--- src/rtl/dfe4_pkg.sv ---
package dfe4_pkg;

  // Strobes from the control to the datapath.
  typedef struct packed {
    logic capture;  // register samples and weight tables this edge
    logic advance;  // commit decisions and shift history this edge
  } dfeStrobe_t;

endpackage

--- src/rtl/dfe4_tables.sv ---
// Precomputes the weight-sum tables for the two tap groups and registers them
// together with the samples (the register sits ahead of the merge adders).
module dfe4_tables #(
  parameter int TAPS     = 6,
  parameter int SPLIT    = 3,
  parameter int WEIGHT_W = 8,
  parameter int ACC_W    = 12
) (
  input  logic                                   clk,
  input  logic                                   rstN,
  input  logic                                   load,
  input  logic [TAPS*WEIGHT_W-1:0]               weightBus,
  output logic [(1<<(TAPS-SPLIT))-1:0][ACC_W-1:0] t1,
  output logic [(1<<SPLIT)-1:0][ACC_W-1:0]        t2
);
  localparam int S1_N = TAPS - SPLIT;
  localparam int TBL1 = 1 << S1_N;
  localparam int TBL2 = 1 << SPLIT;

  // Older group: taps SPLIT+1..TAPS, index bit i = decision of tap SPLIT+1+i.
  for (genvar c = 0; c < TBL1; c++) begin : olderGen
    logic signed [ACC_W-1:0] acc;
    always_comb begin
      acc = '0;
      for (int i = 0; i < S1_N; i++) begin
        logic signed [WEIGHT_W-1:0] wv;
        wv = $signed(weightBus[(SPLIT+i)*WEIGHT_W +: WEIGHT_W]);
        if (((c >> i) & 1) != 0) acc = acc + ACC_W'(wv);
        else                     acc = acc - ACC_W'(wv);
      end
    end
    always_ff @(posedge clk or negedge rstN) begin
      if (!rstN)     t1[c] <= '0;
      else if (load) t1[c] <= acc;
    end
  end

  // Newer group: taps 1..SPLIT, index bit i = decision of tap i+1.
  for (genvar c = 0; c < TBL2; c++) begin : newerGen
    logic signed [ACC_W-1:0] acc;
    always_comb begin
      acc = '0;
      for (int i = 0; i < SPLIT; i++) begin
        logic signed [WEIGHT_W-1:0] wv;
        wv = $signed(weightBus[i*WEIGHT_W +: WEIGHT_W]);
        if (((c >> i) & 1) != 0) acc = acc + ACC_W'(wv);
        else                     acc = acc - ACC_W'(wv);
      end
    end
    always_ff @(posedge clk or negedge rstN) begin
      if (!rstN)     t2[c] <= '0;
      else if (load) t2[c] <= acc;
    end
  end
endmodule

--- src/rtl/dfe4_lane.sv ---
// One lane: older-group lookup, eight merge adders with slicers, and the
// 8-to-1 selection driven by the newer decisions.
module dfe4_lane #(
  parameter int SAMPLE_W = 10,
  parameter int ACC_W    = 12,
  parameter int S1_N     = 3,
  parameter int S2_N     = 3
) (
  input  logic                              clk,
  input  logic                              rstN,
  input  logic [SAMPLE_W-1:0]               sample,
  input  logic [(1<<S1_N)-1:0][ACC_W-1:0]   t1,
  input  logic [(1<<S2_N)-1:0][ACC_W-1:0]   t2,
  input  logic [S1_N-1:0]                   s1Idx,
  input  logic [S2_N-1:0]                   s2Idx,
  output logic                              dec
);
  localparam int TBL2 = 1 << S2_N;

  logic signed [ACC_W-1:0] sampleExt;
  logic signed [ACC_W-1:0] olderSum;
  logic [TBL2-1:0]         candBit;

  assign sampleExt = ACC_W'($signed(sample));
  assign olderSum  = $signed(t1[s1Idx]);

  for (genvar c = 0; c < TBL2; c++) begin : candGen
    logic signed [ACC_W-1:0] merged;
    assign merged     = sampleExt + olderSum + $signed(t2[c]);
    assign candBit[c] = ~merged[ACC_W-1];   // slicer: non-negative -> 1
  end

  assign dec = candBit[s2Idx];

  // The selected candidate must equal a direct slice of the full sum.
  logic signed [ACC_W-1:0] directSum;
  assign directSum = sampleExt + olderSum + $signed(t2[s2Idx]);

  assert_select_matches_sum_R3: assert property (@(posedge clk) disable iff (!rstN)
    dec == (directSum >= 0));
  assert_zero_slices_high_R9: assert property (@(posedge clk) disable iff (!rstN)
    (directSum == 0) |-> dec);
endmodule

--- src/rtl/dfe4_ctrl.sv ---
module dfe4_ctrl
  import dfe4_pkg::*;
(
  input  logic       clk,
  input  logic       rstN,
  input  logic       inValid,
  output dfeStrobe_t strobe,
  output logic       outValid
);
  logic advanceReg;

  always_ff @(posedge clk or negedge rstN) begin
    if (!rstN) begin
      advanceReg <= 1'b0;
      outValid   <= 1'b0;
    end else begin
      advanceReg <= inValid;
      outValid   <= advanceReg;
    end
  end

  assign strobe.capture = inValid;
  assign strobe.advance = advanceReg;

  assert_two_edge_latency_R5: assert property (@(posedge clk) disable iff (!rstN)
    outValid == $past(inValid, 2));
  assert_no_output_when_idle_R6: assert property (@(posedge clk) disable iff (!rstN)
    !strobe.advance |=> !outValid);
endmodule

--- src/rtl/dfe4_datapath.sv ---
module dfe4_datapath
  import dfe4_pkg::*;
#(
  parameter int LANES    = 4,
  parameter int TAPS     = 6,
  parameter int SPLIT    = 3,
  parameter int SAMPLE_W = 10,
  parameter int WEIGHT_W = 8,
  parameter int ACC_W    = 12
) (
  input  logic                        clk,
  input  logic                        rstN,
  input  dfeStrobe_t                  strobe,
  input  logic [LANES*SAMPLE_W-1:0]   sampleBus,
  input  logic [TAPS*WEIGHT_W-1:0]    weightBus,
  output logic [LANES-1:0]            decOut
);
  localparam int S1_N = TAPS - SPLIT;
  localparam int TBL1 = 1 << S1_N;
  localparam int TBL2 = 1 << SPLIT;

  logic [TBL1-1:0][ACC_W-1:0]    t1;
  logic [TBL2-1:0][ACC_W-1:0]    t2;
  logic [LANES*SAMPLE_W-1:0]     sampleReg;
  logic [TAPS-1:0]               histReg;   // bit 0 = most recent decision
  logic [TAPS-1:0]               histNext;
  logic [LANES-1:0]              decVec;

  dfe4_tables #(
    .TAPS(TAPS), .SPLIT(SPLIT), .WEIGHT_W(WEIGHT_W), .ACC_W(ACC_W)
  ) tables_i (
    .clk(clk), .rstN(rstN), .load(strobe.capture),
    .weightBus(weightBus), .t1(t1), .t2(t2)
  );

  always_ff @(posedge clk or negedge rstN) begin
    if (!rstN)                sampleReg <= '0;
    else if (strobe.capture)  sampleReg <= sampleBus;
  end

  // Lane j, tap k: same-block lane j-k if it exists, else history.
  for (genvar j = 0; j < LANES; j++) begin : laneGen
    logic [TAPS-1:0] tapBit;
    logic            laneDec;
    for (genvar k = 1; k <= TAPS; k++) begin : tapGen
      if (j - k >= 0) begin : fromLane
        assign tapBit[k-1] = laneGen[j-k].laneDec;
      end else begin : fromHist
        assign tapBit[k-1] = histReg[k-j-1];
      end
    end

    dfe4_lane #(
      .SAMPLE_W(SAMPLE_W), .ACC_W(ACC_W), .S1_N(S1_N), .S2_N(SPLIT)
    ) lane_i (
      .clk(clk), .rstN(rstN),
      .sample(sampleReg[j*SAMPLE_W +: SAMPLE_W]),
      .t1(t1), .t2(t2),
      .s1Idx(tapBit[TAPS-1:SPLIT]),
      .s2Idx(tapBit[SPLIT-1:0]),
      .dec(laneDec)
    );
    assign decVec[j] = laneDec;
  end

  for (genvar i = 0; i < TAPS; i++) begin : histGen
    if (i < LANES) begin : fresh
      assign histNext[i] = decVec[LANES-1-i];
    end else begin : carried
      assign histNext[i] = histReg[i-LANES];
    end
  end

  always_ff @(posedge clk or negedge rstN) begin
    if (!rstN) begin
      histReg <= '0;
      decOut  <= '0;
    end else if (strobe.advance) begin
      histReg <= histNext;
      decOut  <= decVec;
    end
  end

  assert_hist_holds_idle_R6: assert property (@(posedge clk) disable iff (!rstN)
    !strobe.advance |=> ($stable(histReg) && $stable(decOut)));
  assert_newest_is_last_lane_R2: assert property (@(posedge clk) disable iff (!rstN)
    strobe.advance |=> histReg[0] == decOut[LANES-1]);
  if (TAPS > LANES) begin : shiftChk
    assert_hist_spans_blocks_R8: assert property (@(posedge clk) disable iff (!rstN)
      strobe.advance |=> histReg[TAPS-1:LANES] == $past(histReg[TAPS-1-LANES:0]));
  end
endmodule

--- src/rtl/dfe4_top.sv ---
module dfe4_top
  import dfe4_pkg::*;
#(
  parameter int LANES    = 4,
  parameter int TAPS     = 6,
  parameter int SPLIT    = 3,
  parameter int SAMPLE_W = 10,
  parameter int WEIGHT_W = 8
) (
  input  logic                       clk,
  input  logic                       rstN,
  input  logic                       inValid,
  input  logic [LANES*SAMPLE_W-1:0]  sampleBus,
  input  logic [TAPS*WEIGHT_W-1:0]   weightBus,
  output logic                       outValid,
  output logic [LANES-1:0]           decOut
);
  // Headroom: sample plus the sum of all tap magnitudes.
  localparam int ACC_W = ((SAMPLE_W > WEIGHT_W + 3) ? SAMPLE_W : WEIGHT_W + 3) + 2;

  dfeStrobe_t strobe;

  dfe4_ctrl ctrl_i (
    .clk(clk), .rstN(rstN), .inValid(inValid),
    .strobe(strobe), .outValid(outValid)
  );

  dfe4_datapath #(
    .LANES(LANES), .TAPS(TAPS), .SPLIT(SPLIT),
    .SAMPLE_W(SAMPLE_W), .WEIGHT_W(WEIGHT_W), .ACC_W(ACC_W)
  ) datapath_i (
    .clk(clk), .rstN(rstN), .strobe(strobe),
    .sampleBus(sampleBus), .weightBus(weightBus), .decOut(decOut)
  );
endmodule

--- config.mk ---
export PLATFORM = sky130hd
export DESIGN_NAME = dfe4_top
export DESIGN_NICKNAME = d
export VERILOG_FILES = /design/src/rtl/dfe4_pkg.sv /design/src/rtl/dfe4_tables.sv /design/src/rtl/dfe4_lane.sv /design/src/rtl/dfe4_ctrl.sv /design/src/rtl/dfe4_datapath.sv /design/src/rtl/dfe4_top.sv
export SDC_FILE = /design/constraint.sdc
export NUM_CORES = 1
export LEC_CHECK = 0
export BUFFER_PORTS_ARGS = -buffer_cell sky130_fd_sc_hd__buf_2
export CORE_AREA = 2 2 332 334
export DETAILED_ROUTE_END_ITERATION = 7
export DIE_AREA = 0 0 334 336
export HOLD_SLACK_MARGIN = 0.03
export MAX_ROUTING_LAYER = met4
export SETUP_SLACK_MARGIN = 0.15
export SYNTH_ARGS = -nofsm -noshare
export SYNTH_HDL_FRONTEND = slang
export SYNTH_SLANG_ARGS = --single-unit
--- constraint.sdc ---
create_clock -name clk -period 14.8 [get_ports clk]
set_clock_uncertainty 0.2 [all_clocks]
set_input_delay 0 -clock clk [delete_from_list [all_inputs] [get_ports clk]]
set_output_delay 0 -clock clk [all_outputs]
set_load 0.1 [all_outputs]
## Word level (Yosys, flattened, before mapping)

Cells that the tools add are included.

| storage, ports and cells | value |
|---|---|
| register bits after elaboration | 260 |
| input bits | 91 |
| output and inout port bits | 5 |

| operators by class | value |
|---|---|
| add/subtract/negate cells | 62 |
| $lt $le $gt $ge | 7 |
| mux-type cells | 16 |
| bitwise gates (word level) | 32 |

Operators with widths:

| cell | count |
|---|---|
| adder 13 bit | 32 |
| binary-select mux 13 bit (select 3 bit) | 4 |
| adder 9 x 8 -> 10 bit | 6 |
| subtractor 9 x 8 -> 10 bit | 6 |
| adder 10 x 13 -> 13 bit | 4 |
| 2-to-1 mux 13 bit | 4 |
| NOT 1 bit | 32 |
| < comparator 3 x 4 -> 1 bit, second input constant | 7 |
| adder 13 x 8 -> 13 bit | 2 |
| subtractor 13 x 8 -> 13 bit | 2 |
| adder 10 x 8 -> 11 bit | 2 |
| subtractor 10 x 8 -> 11 bit | 2 |
| adder 8 x 8 -> 9 bit | 2 |
| subtractor 1 x 8 -> 9 bit, first input constant | 2 |
| subtractor 8 x 8 -> 9 bit | 2 |
| binary-select mux 1 bit (select 3 bit) | 4 |
| 2-to-1 mux 1 bit | 4 |

## Logic depth before layout (Yosys ltp)

| logic depth | value |
|---|---|
| depth after elaboration | 13 |
| depth in mapped cells | 34 |

## By module

From an unflattened synthesis, not the netlist that was laid out.

| unflattened totals | value |
|---|---|
| cells, all modules | 3221 |
| area, all modules | 29935.0 um^2 |

By module, submodules not included:

| module | times used | cells each | area each (um^2) | seq. area each (um^2) |
|---|---|---|---|---|
| dfe4_tables | 1 | 1748 | 15149.5 | 3903.7 |
| dfe4_lane at datapath_i.laneGen[0].lane_i | 1 | 345 | 3283.1 | 0.0 |
| dfe4_lane at datapath_i.laneGen[1].lane_i | 1 | 348 | 3256.9 | 0.0 |
| dfe4_lane at datapath_i.laneGen[2].lane_i | 1 | 348 | 3243.1 | 0.0 |
| dfe4_lane at datapath_i.laneGen[3].lane_i | 1 | 327 | 3188.1 | 0.0 |
| dfe4_datapath | 1 | 101 | 1749.2 | 1151.1 |
| dfe4_ctrl | 1 | 4 | 65.1 | 50.0 |

## Worst setup path after synthesis

OpenSTA, ideal clock, no wires.

| timing | value |
|---|---|
| path type | reg2reg |
| from | register datapath_i.decOut[0] (netlist name) |
| to | register datapath_i.histReg[0] |
| library setup time | 0.128 ns |
| data arrival time | 7.663 ns |
| required time | 14.472 ns |
| slack | 6.810 ns |
| stages on the path, launching flop included | 33 |
| path buffers | 1 |
| path through | dfrtp_1 > buf_1 > mux4_2 > mux2i_1 > inv_1 > ha_1 > a21o_1 > a21oi_1 > o21ai_0 > a21oi_1 > o21bai_1 > a21oi_1 > o21bai_1 > a21oi_1 > nor2b_1 > o31ai_1 > ha_1 > and3_1 > a2111o_1 > o221ai_1 > or4b_1 > o31ai_1 > a211oi_1 > xnor2_1 > mux2_2 > mux2i_1 > a211oi_4 > mux2i_1 > mux2_1 > a41o_1 > mux4_2 > xnor2_1 > mux2i_1 |

RTL lines:

| what | RTL line | RTL |
|---|---|---|
| end signal: assignment | dfe4_datapath.sv:79 | `histReg <= histNext;` |
| end: declaration | dfe4_datapath.sv:25 | `logic [TAPS-1:0] histReg;` |

==> results.json <==
{
  "port_buffers": 95,
  "ys_seq_area_share_pct": 18.9,
  "critical_path_required_ns": 15.02,
  "final_util_pct": 28.6,
  "clk_latency_ns": 0.56,
  "cts_buffers": 24,
  "synth_area_leader_cell": "ha_1",
  "worst_setup_path_start_kind": "register",
  "grt_max_degree": 161,
  "fmax_mhz": 113,
  "core.rowCount": 121,
  "io_pins": 96,
  "ant_nets": 0,
  "wire_per_inst_um": 19.3,
  "dpl.hpwl_mm": 68.9,
  "yosysUniqueCellTypes": 71,
  "path_buf_inv": 2,
  "clock_path_buffers": 3,
  "synth_common_cells": "609 x ha_1, 358 x nor2_1, 291 x a21oi_1",
  "critical_path.max_fanout": 33,
  "track_usage_pct": 15.7,
  "drt_iter0_markers": 1444,
  "syn2layout_area_growth_pct": 14.9,
  "grt_util_met1_pct": 19.4,
  "yosysWarnings": 0,
  "yosysMostFrequentCell": "ha_1",
  "cap_violations": 0,
  "dieWidth_um": 334,
  "async_reset_ff_share_pct": 100,
  "period_share_pct": 59.7,
  "start_util_pct": 24.9,
  "final.setup.tns_ns": 0,
  "crit_arrival_ns": 9.06,
  "wirelength_mm": 86.4,
  "slowest_delay_ns": 0.68,
  "syn_avg_cell_area_sq_um": 9.34,
  "post-route-drc-count": 0,
  "timing.final.max_slew_violations": 0,
  "grt_pass1_wl_mm": 132,
  "whs_ns": 0.0546,
  "worstSetupEndpointType": "register",
  "layout-drive-gt1-share_pct": 13.6,
  "hp-class": "input port to register",
  "final_nets": 3769,
  "synth_area_sq_um": 27000,
  "coreArea_sq_um": 108000,
  "yosysTopAreaCellShare_pct": 28.2,
  "synth_edf_count": 0,
  "synthFlopType": "dfrtp_1",
  "hold_viol_final": 0,
  "die_area_sq_um": 112000,
  "rsz0062_at_grt": "false",
  "path_class": "register to register",
  "gp_congestion": 0.906,
  "syn_nets": 3617,
  "gr-total-overflow": 0,
  "post-route-min-period_ns": 8.83,
  "outcome": "complete, no violations",
  "clock-sinks": 204,
  "die_h_um": 336,
  "clockRootBuffer": "clkbuf_16",
  "antenna_found_initial": 3,
  "grt_pass1_vias": 22202,
  "ys_seq_elements": 204,
  "slowest_stage": "dfrtp_2",
  "dr.pass1.iters": 7,
  "grt_util_met2_pct": 27.0,
  "via_count": 22168,
  "post_cts_buffers": 0,
  "slew_headroom_pct": 13.0,
  "cts_tree": "done",
  "ys_top_cells_by_area": "ha_1 28%, dfrtp_1 19%, mux4_2 6.1%, mux2_2 6.0%, a21oi_1 5.4%",
  "clkTransAtPathRegs_ns": 0.06,
  "vias_per_cell": 4.96,
  "netlist_instances": 2889,
  "cts.htree.levels": 1,
  "setup-violations-final": 0,
  "use_met3_pct": 1.45,
  "worst_pin_slew_ns": 1.30,
  "cp_top_family": "compound AO/OA/AOI/OAI gates",
  "busiest_layer": "met2"
}
## layer usage
layer	share of wire, %	wire, um	vias to the layer above
met5	0	0	-
met3	3.7	3210	129
met4	3.1	2650	0
met2	49	42200	479
met1	44	38400	10759
li1	-	-	10801
## final timing paths
path                            slack (ns)                         end  cells after the start                        from
worst max-delay path                  5.97       datapath_i.histReg[0]                     31        datapath_i.decOut[0]
worst min-delay path                  0.05  datapath_i.tables_i.t2[26]                      5                weightBus[8]
worst max register to register        5.97       datapath_i.histReg[0]                     31        datapath_i.decOut[0]
worst min register to register        0.35  datapath_i.tables_i.t2[11]                      2  datapath_i.tables_i.t2[11]
max in group asynchronous            12.50  datapath_i.tables_i.t2[80]                      5                        rstN
min in group asynchronous             0.47             ctrl_i.outValid                      4                        rstN
## registers in the layout (all words and copies together), names as in the netlist
name	flops
datapath_i.tables_i.t1	78
datapath_i.tables_i.t2	78
datapath_i.histReg	3
ctrl_i.outValid	1
ctrl_i.advanceReg	1
datapath_i.sampleReg	40
datapath_i.decOut	3
## repair_timing
action,in CTS,in global routing
setup endpoints to repair,0,0
endpoints found under the hold margin,234,0
hold buffers,114,0
resized for setup,0,0
## logic make-up (layout without fill, tap and decap cells)
kind of cell	count (synthesis)	after routing	share of synthesized area [%]
simple gates	570	570	9.11
buf+inv	246	414	3.57
xor+xnor	243	243	7.89
flops	204	204	18.9
mux	239	239	12.9
compound gates	750	750	17.3
fa+ha+maj	637	637	30.3
other cells	0	2	0
## cell usage in the layout, fill, tap and decap left out, drive strengths merged, types with 11 or more instances in the layout
cell type,netlist,layout
clkbuf,91,36
dfrtp,204,204
nand2,69,69
nor3,29,29
buf,30,133
a31oi,19,19
a211oi,28,28
nor2,358,358
nand2b,21,21
nand4,16,16
a31o,22,22
nand3,21,21
inv,124,126
a21o,98,98
fa,28,28
dlygate4sd3,0,113
o2111ai,11,11
mux4,73,73
o211ai,13,13
a21oi,291,291
mux2,145,145
o21ai,136,136
o21bai,64,64
nor2b,26,26
xnor2,166,166
mux2i,21,21
ha,609,609
o21a,19,19
xor2,77,77
## worst reg2reg max path, delay by kind of cell (launching register included)
kind | cells | cell delay (ns)
AOI/OAI and AO/OA | 16 | 3.15
muxes | 8 | 2.56
xor gates and xnor gates | 3 | 0.80
DFF | 1 | 0.68
adders and majority gates | 2 | 0.68
buffers and inverters | 2 | 0.61
## per-stage QoR
stage          setup slack, ns  area (sq um)  cells
2_1_floorplan             6.81         27000   2889
3_3_place_gp              6.12         29100   4315
3_5_place_dp              6.07         29100   4315
4_1_cts                   6.05         31000   4471
5_1_grt                   5.36         31000   4473
6_report                  5.97         31000   4473
## cell type report
type,instances,area (sq um)
sequential,204,5110
tap,1414,1770
multi-input combinational,2439,20900
timing repair buffer,247,1950
clock inverter,7,106
inverter,125,469
antenna,2,5.00
clock buffer,35,672
fill,11461,77400
Power is not shown: default switching activity piles up to over one toggle a cycle in this logic, so the estimate is an artifact.
